--- config.mk ---
export PLATFORM = sky130hd
export DESIGN_NAME = rx_order_fix
export DESIGN_NICKNAME = d
export VERILOG_FILES = /design/src/rtl/rxoc_pkg.sv /design/src/rtl/rxoc_pol_inv.sv /design/src/rtl/rxoc_bit_mirror.sv /design/src/rtl/rxoc_sym_swap.sv /design/src/rtl/rx_order_fix.sv
export SDC_FILE = /design/constraint.sdc
export NUM_CORES = 1
export LEC_CHECK = 0
export ABC_AREA = 1
export BUFFER_PORTS_ARGS = -buffer_cell sky130_fd_sc_hd__buf_2
export CORE_MARGIN = 2
export CORE_UTILIZATION = 33
export CTS_CLUSTER_SIZE = 24
export DETAILED_ROUTE_END_ITERATION = 8
export PLACE_DENSITY = 0.69
export SLEW_MARGIN = 15
export SYNTH_ARGS = -nofsm -noshare
export SYNTH_HDL_FRONTEND = slang
export SYNTH_HIERARCHICAL = 1
export SYNTH_SLANG_ARGS = --single-unit
--- constraint.sdc ---
create_clock -name clk_i -period 0.8 [get_ports clk_i]
set_input_delay 0.04 -clock clk_i [delete_from_list [all_inputs] [get_ports clk_i]]
set_output_delay 0.04 -clock clk_i [all_outputs]
set_load 0.01 [all_outputs]
--- src/rtl/rxoc_pkg.sv ---
package rxoc_pkg;
  typedef struct packed {
    logic inv;
    logic rev;
    logic swp;
  } fix_ctrl_t;
endpackage

--- src/rtl/rxoc_pol_inv.sv ---
module rxoc_pol_inv #(
  parameter int unsigned W = 20
) (
  input  logic [W-1:0] data_i,
  input  logic         en_i,
  output logic [W-1:0] data_o
);
  assign data_o = data_i ^ {W{en_i}};
endmodule

--- src/rtl/rxoc_bit_mirror.sv ---
module rxoc_bit_mirror #(
  parameter int unsigned W = 20
) (
  input  logic [W-1:0] data_i,
  input  logic         en_i,
  output logic [W-1:0] data_o
);
  logic [W-1:0] flip;

  for (genvar k = 0; k < W; k++) begin : g_bit
    assign flip[k] = data_i[W-1-k];
  end

  assign data_o = en_i ? flip : data_i;
endmodule

--- src/rtl/rxoc_sym_swap.sv ---
module rxoc_sym_swap #(
  parameter int unsigned SYM_W   = 10,
  parameter int unsigned NUM_SYM = 2,
  localparam int unsigned W      = SYM_W * NUM_SYM
) (
  input  logic [W-1:0] data_i,
  input  logic         en_i,
  output logic [W-1:0] data_o
);
  if (NUM_SYM == 2) begin : g_two
    assign data_o = en_i ? {data_i[SYM_W-1:0], data_i[W-1:SYM_W]} : data_i;
  end else begin : g_one
    // single symbol: nothing to exchange
    logic unused_en;
    assign unused_en = en_i;
    assign data_o    = data_i;
  end
endmodule

--- src/rtl/rx_order_fix.sv ---
module rx_order_fix #(
  parameter int unsigned SYM_W   = 10,
  parameter int unsigned NUM_SYM = 2,
  localparam int unsigned DATA_W = SYM_W * NUM_SYM
) (
  input  logic              clk_i,
  input  logic              rst_ni,
  input  logic [DATA_W-1:0] data_i,
  input  logic              valid_i,
  input  logic              inv_en_i,
  input  logic              rev_en_i,
  input  logic              swap_en_i,
  output logic [DATA_W-1:0] data_o,
  output logic              valid_o
);
  import rxoc_pkg::*;

  fix_ctrl_t ctrl;
  assign ctrl = '{inv: inv_en_i, rev: rev_en_i, swp: swap_en_i};

  logic [DATA_W-1:0] s_inv, s_rev, s_swp;

  rxoc_pol_inv #(.W(DATA_W)) u_inv (
    .data_i (data_i),
    .en_i   (ctrl.inv),
    .data_o (s_inv)
  );

  rxoc_bit_mirror #(.W(DATA_W)) u_rev (
    .data_i (s_inv),
    .en_i   (ctrl.rev),
    .data_o (s_rev)
  );

  rxoc_sym_swap #(.SYM_W(SYM_W), .NUM_SYM(NUM_SYM)) u_swp (
    .data_i (s_rev),
    .en_i   (ctrl.swp),
    .data_o (s_swp)
  );

  always_ff @(posedge clk_i or negedge rst_ni) begin
    if (!rst_ni) begin
      data_o  <= '0;
      valid_o <= 1'b0;
    end else begin
      valid_o <= valid_i;
      if (valid_i) data_o <= s_swp;
    end
  end

  p_valid_lat_r7: assert property (@(posedge clk_i) disable iff (!rst_ni)
    valid_o == $past(valid_i));

  p_hold_r8: assert property (@(posedge clk_i) disable iff (!rst_ni)
    !$past(valid_i) |-> data_o == $past(data_o));

  p_inv_only_r2: assert property (@(posedge clk_i) disable iff (!rst_ni)
    (valid_i && inv_en_i && !rev_en_i && !swap_en_i) |=> data_o == ~$past(data_i));

  p_ones_kept_r3: assert property (@(posedge clk_i) disable iff (!rst_ni)
    (valid_i && !inv_en_i) |=> $countones(data_o) == $countones($past(data_i)));

  if (NUM_SYM == 1) begin : g_chk_one
    p_swap_ignored_r5: assert property (@(posedge clk_i) disable iff (!rst_ni)
      (valid_i && !inv_en_i && !rev_en_i) |=> data_o == $past(data_i));
  end
endmodule

* Yosys cells after proc, flatten, opt, wreduce, memory -nomap -nowiden *
Cells that the tools add are included.

storage, ports and cells
  register bits after elaboration = 21
  input port bits = 26
  logic and storage cells = 5

cells by class
  multiplexer cells = 2
  bitwise logic cells = 1

operators by type and width
  operator           number
  20-bit 2-to-1 mux  2
  20-bit XOR         1

* Logic depth before layout (Yosys ltp) *
Gate-level depths: netlist (run 1).

  word-level depth = 3
  mapped depth = 10
  gate-level depth less buffers = 9

* Cells and area by module *
The synthesis (run 1) kept the hierarchy.

by module, submodules not included
  module           times used  cells each  area an instance (µm²)  seq. area each (µm²)
  rx_order_fix     1           86          792.0                   525.5
  rxoc_pol_inv     1           85          351.6                   0.0
  rxoc_bit_mirror  1           65          266.5                   0.0
  rxoc_sym_swap    1           65          266.5                   0.0

* Least setup slack after synthesis (run 1) *
Ideal clock, no wire load.

  path type = input -> register
  start = input inv_en_i
  end = register data_o[0]
  data arrival time = 0.599 ns
  data required time = 0.683 ns
  setup slack = 0.084 ns
  stages on the path = 10
  cells stage by stage = inv_2 -> buf_6 -> nand2_1 -> nand2_1 -> nand2_1 -> nand2_1 -> nand2_1 -> nand2_1 -> nand2_1 -> nand2_1

on the way
  cells in the longest elaborated chain, start to end = 3

RTL lines
  what                  RTL line               RTL
  from (decl)           rx_order_fix.sv:10     input logic inv_en_i,
  20-bit XOR            rxoc_pol_inv.sv:8      assign data_o = data_i ^ {W{en_i}};
  net s_inv[9]          rx_order_fix.sv:21     logic [DATA_W-1:0] s_inv, s_rev, s_swp;
  20-bit 2-to-1 mux     rxoc_bit_mirror.sv:14  assign data_o = en_i ? flip : data_i;
  net s_rev[10]         rx_order_fix.sv:21
  20-bit 2-to-1 mux     rxoc_sym_swap.sv:11    assign data_o = en_i ? {data_i[SYM_W-1:0], data_i[W-1:SYM_W]} : data_i;
  net s_swp[0]          rx_order_fix.sv:21
  to (signal assigned)  rx_order_fix.sv:47     if (valid_i) data_o <= s_swp;
  to (decl)             rx_order_fix.sv:13     output logic [DATA_W-1:0] data_o,

The timed path passes the listed nets, and every way through them passes these cells.
A chain may end at the register's enable or synchronous reset.

* Worst setup path in the final report (run 1) *
  start = register data_o[5]
  end = output data_o[5]

No word-level cell between the ends.

==> results.py, run 1 <==
metrics = {
    "logic_synthesis": {
        "synth_cell_types": 7,
        "yosys.area.top_type_share_pct": 52.84,
        "netlist_top_cells_area": "nand2_1 (53%), dfrtp_1 (31%), buf_6 (5.4%), inv_1 (4.5%), buf_4 (3.6%)",
        "syn_nets": 327,
        "synth_top_cell_by_area": "nand2_1",
        "synth_area_um2": 1677,
        "ys_seq_area_share_pct": 31.34,
        "avgSynthCellArea_um2": 5.570,
        "synth_cells": 301,
        "synth_seq_cells": 21,
        "yosys_warnings": 6,
    },
    "detailed_routing": {
        "routedWlPerCell_um": 9.228,
        "initialDrtViolationCount": 75,
        "route.vias.total": 1754,
        "vias_per_cell": 4.127,
        "firstDrtPassIters": 4,
        "drtAntennaViolNets": 0,
        "totalWireLength_mm": 3.922,
        "drc": 0,
    },
    "pwr": {
        "leakagePower_nw": 1.445,
        "vdd_ir_drop_max_mv": 0.5487,
        "p_per_area_nw_per_um2": 1402,
    },
    "timing": {
        "worst_slew_pin_slew_ps": 451.5,
        "relSlewSlack_pct": 69.90,
        "timing.fmax_ghz": 1.205,
        "min_period_ps": 830.1,
        "skew_ps": 0,
        "fin_ws_ps": -30.08,
        "fin_tns_setup_ps": -200.1,
        "hold_violations": 0,
        "setup_viol": 20,
        "rsz0062_at_grt": "true",
        "slew_viol_final": 0,
        "finalCritPeriodShare_pct": 103.8,
    },
    "layout": {
        "final_common_cell": "nand2_1",
        "multi_input_area_um2": 938.4,
        "drive_above_1_share_pct": 25.14,
        "num-fill-cells": 525,
        "seq_area_um2": 525.5,
        "most-common-layout-cells": "nand2_1 (225), buf_2 (41), dfrtp_1 (21)",
        "num_antenna_cells": 0,
        "syn_to_final_growth_pct": 30.45,
        "nets": 385,
        "post_layout_nonfiller_instances": 425,
    },
    "worst_setup_path": {
        "worst-endpoint-required_ps": 760,
        "critPathMaxFanout": 2,
        "path_buf_inv": 1,
        "cp-start-kind": "register",
        "slowest_delay_ps": 390,
        "crit_type": "reg -> out",
        "cp.arrival_ps": 790,
        "r2r_slack_ps": 70,
        "worstPathCellList": "buf_2",
        "crit_path_end_kind": "output pin",
        "r2r-start": "data_o[19]$_DFFE_PN0P_",
        "crit_start": "data_o[5]$_DFFE_PN0P_",
        "path_delay_family": "flip-flops",
        "crit_slowest_cell": "dfrtp_1",
    },
    "global_routing": {
        "antenna_found_initial": 0,
        "grt_pass1_vias": 1435,
        "grt_overflow_total": 0,
        "grt_pass1_wl_mm": 6.127,
        "grt_usage_pct": 13.77,
        "grt_start_max_net_pins": 22,
    },
    "clocking": {
        "clock_path_buffers": 2,
        "clk_pin_slew_worst_paths_ps": 70,
        "h-tree-depth": 1,
        "numCtsBuffers": 3,
        "cts_tree": "built",
        "clock_latency_ps": 250,
        "clock-sinks": 21,
        "cts-root-buf": "clkbuf_8",
    },
    "outcome": {
        "status": "complete, but fails checks",
        "violations": "setup timing",
    },
    "floorplanning": {
        "io_pins": 47,
        "core_um2": 4817,
        "rows": 25,
        "die_h_um": 75.28,
        "die_w_um": 75.28,
        "die_area_um2": 5667,
        "start_util_pct": 34.81,
    },
    "placed_design": {
        "place.gp.congestion": 0.8510,
        "hpwlAfterDp_mm": 2.833,
        "dp_slack_ps": -199.6,
        "dp_cells": 403,
        "io_buffers": 46,
    },
    "min_path": {
        "hold_class": "in -> reg",
        "min-delay-start": "valid_i",
    },
    "run": {
        "max-cap-violations": 0,
    },
}
-- stage by stage --
step	power, mW	cell area [µm²]	util, %	hold WS [ps]
floorplan	1.899	1677	-	-255.6
global placement	2.168	1891	39.25	9.379
detailed placement	2.187	1891	39.25	10.84
CTS	2.966	2036	42.26	12.62
global route	3.293	2187	45.40	13.02
finish	3.066	2187	45.40	20.30
-- what timing repair did --
| action | 4_1_cts | 5_1_grt |
|---|---|---|
| hold buffers | 1 | 0 |
| setup buffers | 12 | 2 |
| pin swaps | 0 | 6 |
| gates resized for setup | 0 | 22 |
| endpoints found under the setup margin | 20 | 40 |
| hold endpoints to repair | 21 | 0 |
| gates cloned | 0 | 3 |
-- layer usage --
| metal | routed length [µm] | global-route usage, % |
|---|---|---|
| met5 | 0 | 0 |
| met4 | 55 | 5.263 |
| met3 | 195 | 1.473 |
| met2 | 1633 | 19.81 |
| met1 | 2038 | 20.95 |
-- synthesized netlist by cell type --
cell type,count
nand2_1,236
dfrtp_1,21
inv_1,20
buf_4,8
buf_6,8
inv_2,4
nand2_2,4
-- final timing paths --
check                                         end  depth (start not counted)
setup / recovery                        data_o[5]                          1
hold / removal                  valid_o$_DFF_PN0_                          1
setup reg to reg           data_o[19]$_DFFE_PN0P_                          3
hold reg to reg            data_o[12]$_DFFE_PN0P_                          2
max in group asynchronous  data_o[17]$_DFFE_PN0P_                          2
min in group asynchronous  data_o[18]$_DFFE_PN0P_                          2
-- final cells by class --
class | count | share of cell area [%]
Timing Repair Buffer | 69 | 22.71
Tap cell | 67 | 3.833
Clock buffer | 4 | 2.059
Sequential cell | 21 | 24.03
Multi-Input combinational cell | 240 | 42.91
Inverter | 24 | 4.462
-- cell families after synthesis --
group | after synthesis | share of synthesized area, %
buf+inv | 40 | 14.33
flops | 21 | 31.34
simple gates | 240 | 54.33
-- registers in the layout, indices dropped and copies added (netlist names) --
name	flops
valid_o	1
data_o	20
-- power breakdown --
| part | total [mW] | internal (mW) | switching (mW) |
|---|---|---|---|
| clock network | 0.668 | 0.354 | 0.314 |
| registers | 1.25 | 1.19 | 0.0643 |
| logic | 1.14 | 0.523 | 0.621 |
Power figures use the tool's default switching activity.
==> run 2: changes to the inputs <==
--- a/constraint.sdc
+++ b/constraint.sdc
@@ -3,2 +3,2 @@
 set_output_delay 0.04 -clock clk_i [all_outputs]
-set_load 0.01 [all_outputs]
+set_load 0.1 [all_outputs]
==> results.py, run 2 (synthesized netlist as in run 1, its figures left out) <==
metrics = {
    "outcome": {
        "status": "complete, but fails checks",
        "violations": "setup timing",
    },
    "layout": {
        "num_antenna_cells": 0,
        "drive_above_1_share_pct": 30.35,
        "syn_to_final_growth_pct": 47.54,
        "nets": 373,
        "post_layout_nonfiller_instances": 413,
        "fin_area_um2": 2474,
        "top_regs": "data_o x20, valid_o x1",
        "largest_reg_flops": 20,
        "most-common-layout-cells": "nand2_1 (218), buf_2 (24), nand2_2 (22), buf_12 (22), inv_1 (20)",
        "regMostFlops": "data_o",
        "final_common_cell": "nand2_1",
    },
    "global_routing": {
        "grt_start_max_net_pins": 22,
        "antenna_found_initial": 0,
        "grt_pass1_wl_mm": 6.168,
        "grt_overflow_total": 0,
        "grt_pass1_vias": 1436,
        "grt_usage_pct": 13.65,
    },
    "floorplanning": {
        "rows": 25,
        "die_area_um2": 5667,
        "io_pins": 47,
        "die_w_um": 75.28,
        "die_h_um": 75.28,
        "start_util_pct": 34.81,
        "core_um2": 4817,
    },
    "clocking": {
        "clock_latency_ps": 260,
        "cts_tree": "built",
        "h-tree-depth": 1,
        "cts-root-buf": "clkbuf_8",
        "numCtsBuffers": 3,
        "clock_path_buffers": 2,
        "clk_pin_slew_worst_paths_ps": 70,
        "clock-sinks": 21,
    },
    "timing": {
        "fin_hold_ws_ps": 141.6,
        "finalCritPeriodShare_pct": 121.8,
        "slew_viol_final": 0,
        "hold_violations": 0,
        "min_period_ps": 974.8,
        "relSlewSlack_pct": 69.49,
        "fin_ws_ps": -174.8,
        "setup_viol": 22,
        "rsz0062_at_grt": "true",
        "timing.fmax_ghz": 1.026,
        "skew_ps": 0,
        "worst_slew_pin_slew_ps": 457.7,
    },
    "detailed_routing": {
        "routedWlPerCell_um": 9.245,
        "totalWireLength_mm": 3.818,
        "drtAntennaViolNets": 0,
        "initialDrtViolationCount": 98,
        "drc": 0,
        "route.vias.total": 1781,
        "vias_per_cell": 4.312,
        "firstDrtPassIters": 4,
    },
    "placed_design": {
        "dp_cells": 404,
        "place.gp.congestion": 0.7854,
        "io_buffers": 46,
        "placed_cell_area_um2": 2287,
        "hpwlAfterDp_mm": 2.905,
    },
    "worst_setup_path": {
        "worstPathCellList": "buf_12",
        "crit_path_end_kind": "output pin",
        "crit_type": "reg -> out",
        "crit_slowest_cell": "dfrtp_4",
        "cp-start-kind": "register",
        "critPathMaxFanout": 2,
        "cp.arrival_ps": 930,
        "slowest_delay_ps": 500,
        "path_buf_inv": 1,
        "path_delay_family": "flip-flops",
        "worst-endpoint-required_ps": 760,
    },
    "pwr": {
        "p_total_mw": 4.405,
        "p_per_area_nw_per_um2": 1781,
        "leakagePower_nw": 1.437,
        "vdd_ir_drop_max_mv": 0.8028,
    },
    "min_path": {
        "hold_class": "in -> reg",
    },
    "run": {
        "max-cap-violations": 0,
    },
}
run 2: cell types whose count changed in the layout (fill, tap and decap cells not counted), moves of 2 or more:
cell     delta
dfrtp_4    +19
dfrtp_2     +2
buf_4      -13
buf_2      -17
dfrtp_1    -21
nand2_1     -7
buf_12     +20
buf_6       -4
nand2_2     +7
run 2: what timing repair did:
item                                    4_1_cts  5_1_grt
resized for setup                             1       24
pin swaps                                     0       12
hold buffers                                  2        0
endpoints found under the hold margin        22        0
gates cloned                                  0        2
endpoints found under the setup margin       21       40
setup buffers                                 1        1
run 2: worst register-to-register path, delay by kind of cell, from the launching register on:
kind | cells | cell delay, ps
buffers and inverters | 1 | 120
flip-flops | 1 | 490
AND/OR/NAND/NOR | 2 | 90
run 2: path summary, 6_finish.rpt:
check	startpoint	cells past startpoint	slack, ps	to
setup / recovery	data_o[5]$_DFFE_PN0P_	1	-170	data_o[5]
min in group asynchronous	rst_ni	2	270	data_o[11]$_DFFE_PN0P_
hold / removal	swap_en_i	5	140	data_o[8]$_DFFE_PN0P_
setup reg to reg	data_o[11]$_DFFE_PN0P_	3	0	data_o[11]$_DFFE_PN0P_
max in group asynchronous	rst_ni	2	180	data_o[6]$_DFFE_PN0P_
hold reg to reg	data_o[0]$_DFFE_PN0P_	2	540	data_o[0]$_DFFE_PN0P_
run 2: through the flow:
| step | util (%) | TNS (ps) | setup WS, ps |
|---|---|---|---|
| finish | 51.35 | -3285 | -174.8 |
| detailed placement | 47.48 | -3548 | -220.7 |
| floorplan | - | -1086 | -79.94 |
| global route | 51.35 | -3920 | -200.1 |
| CTS | 49.06 | -3494 | -187.9 |
| global placement | 47.48 | -3063 | -194.5 |
run 2: cell type report:
cell class / instances / area, µm²
flip-flops and latches: 21 / 599.3
well taps: 67 / 83.83
multi-input cells: 240 / 955.9
fillers: 478 / 2344
repair buffers: 57 / 694.4
inverters: 24 / 95.09
clock buffers: 4 / 45.04
run 2: power by group:
| group | switching (mW) | leakage [nW] | total, mW | internal, mW |
|---|---|---|---|---|
| Clock | 0.327 | 0.0228 | 0.682 | 0.355 |
| Combinational | 1.50 | 1.18 | 2.31 | 0.814 |
| Sequential | 0.140 | 0.237 | 1.41 | 1.27 |
run 2: routing by layer:
metal	wire [µm]	global-route usage, %	up-vias
li1	-	-	953
met1	1923	20.82	764
met2	1617	20.10	60
met3	239	1.606	4
met4	38	4.094	0
met5	0	0	-
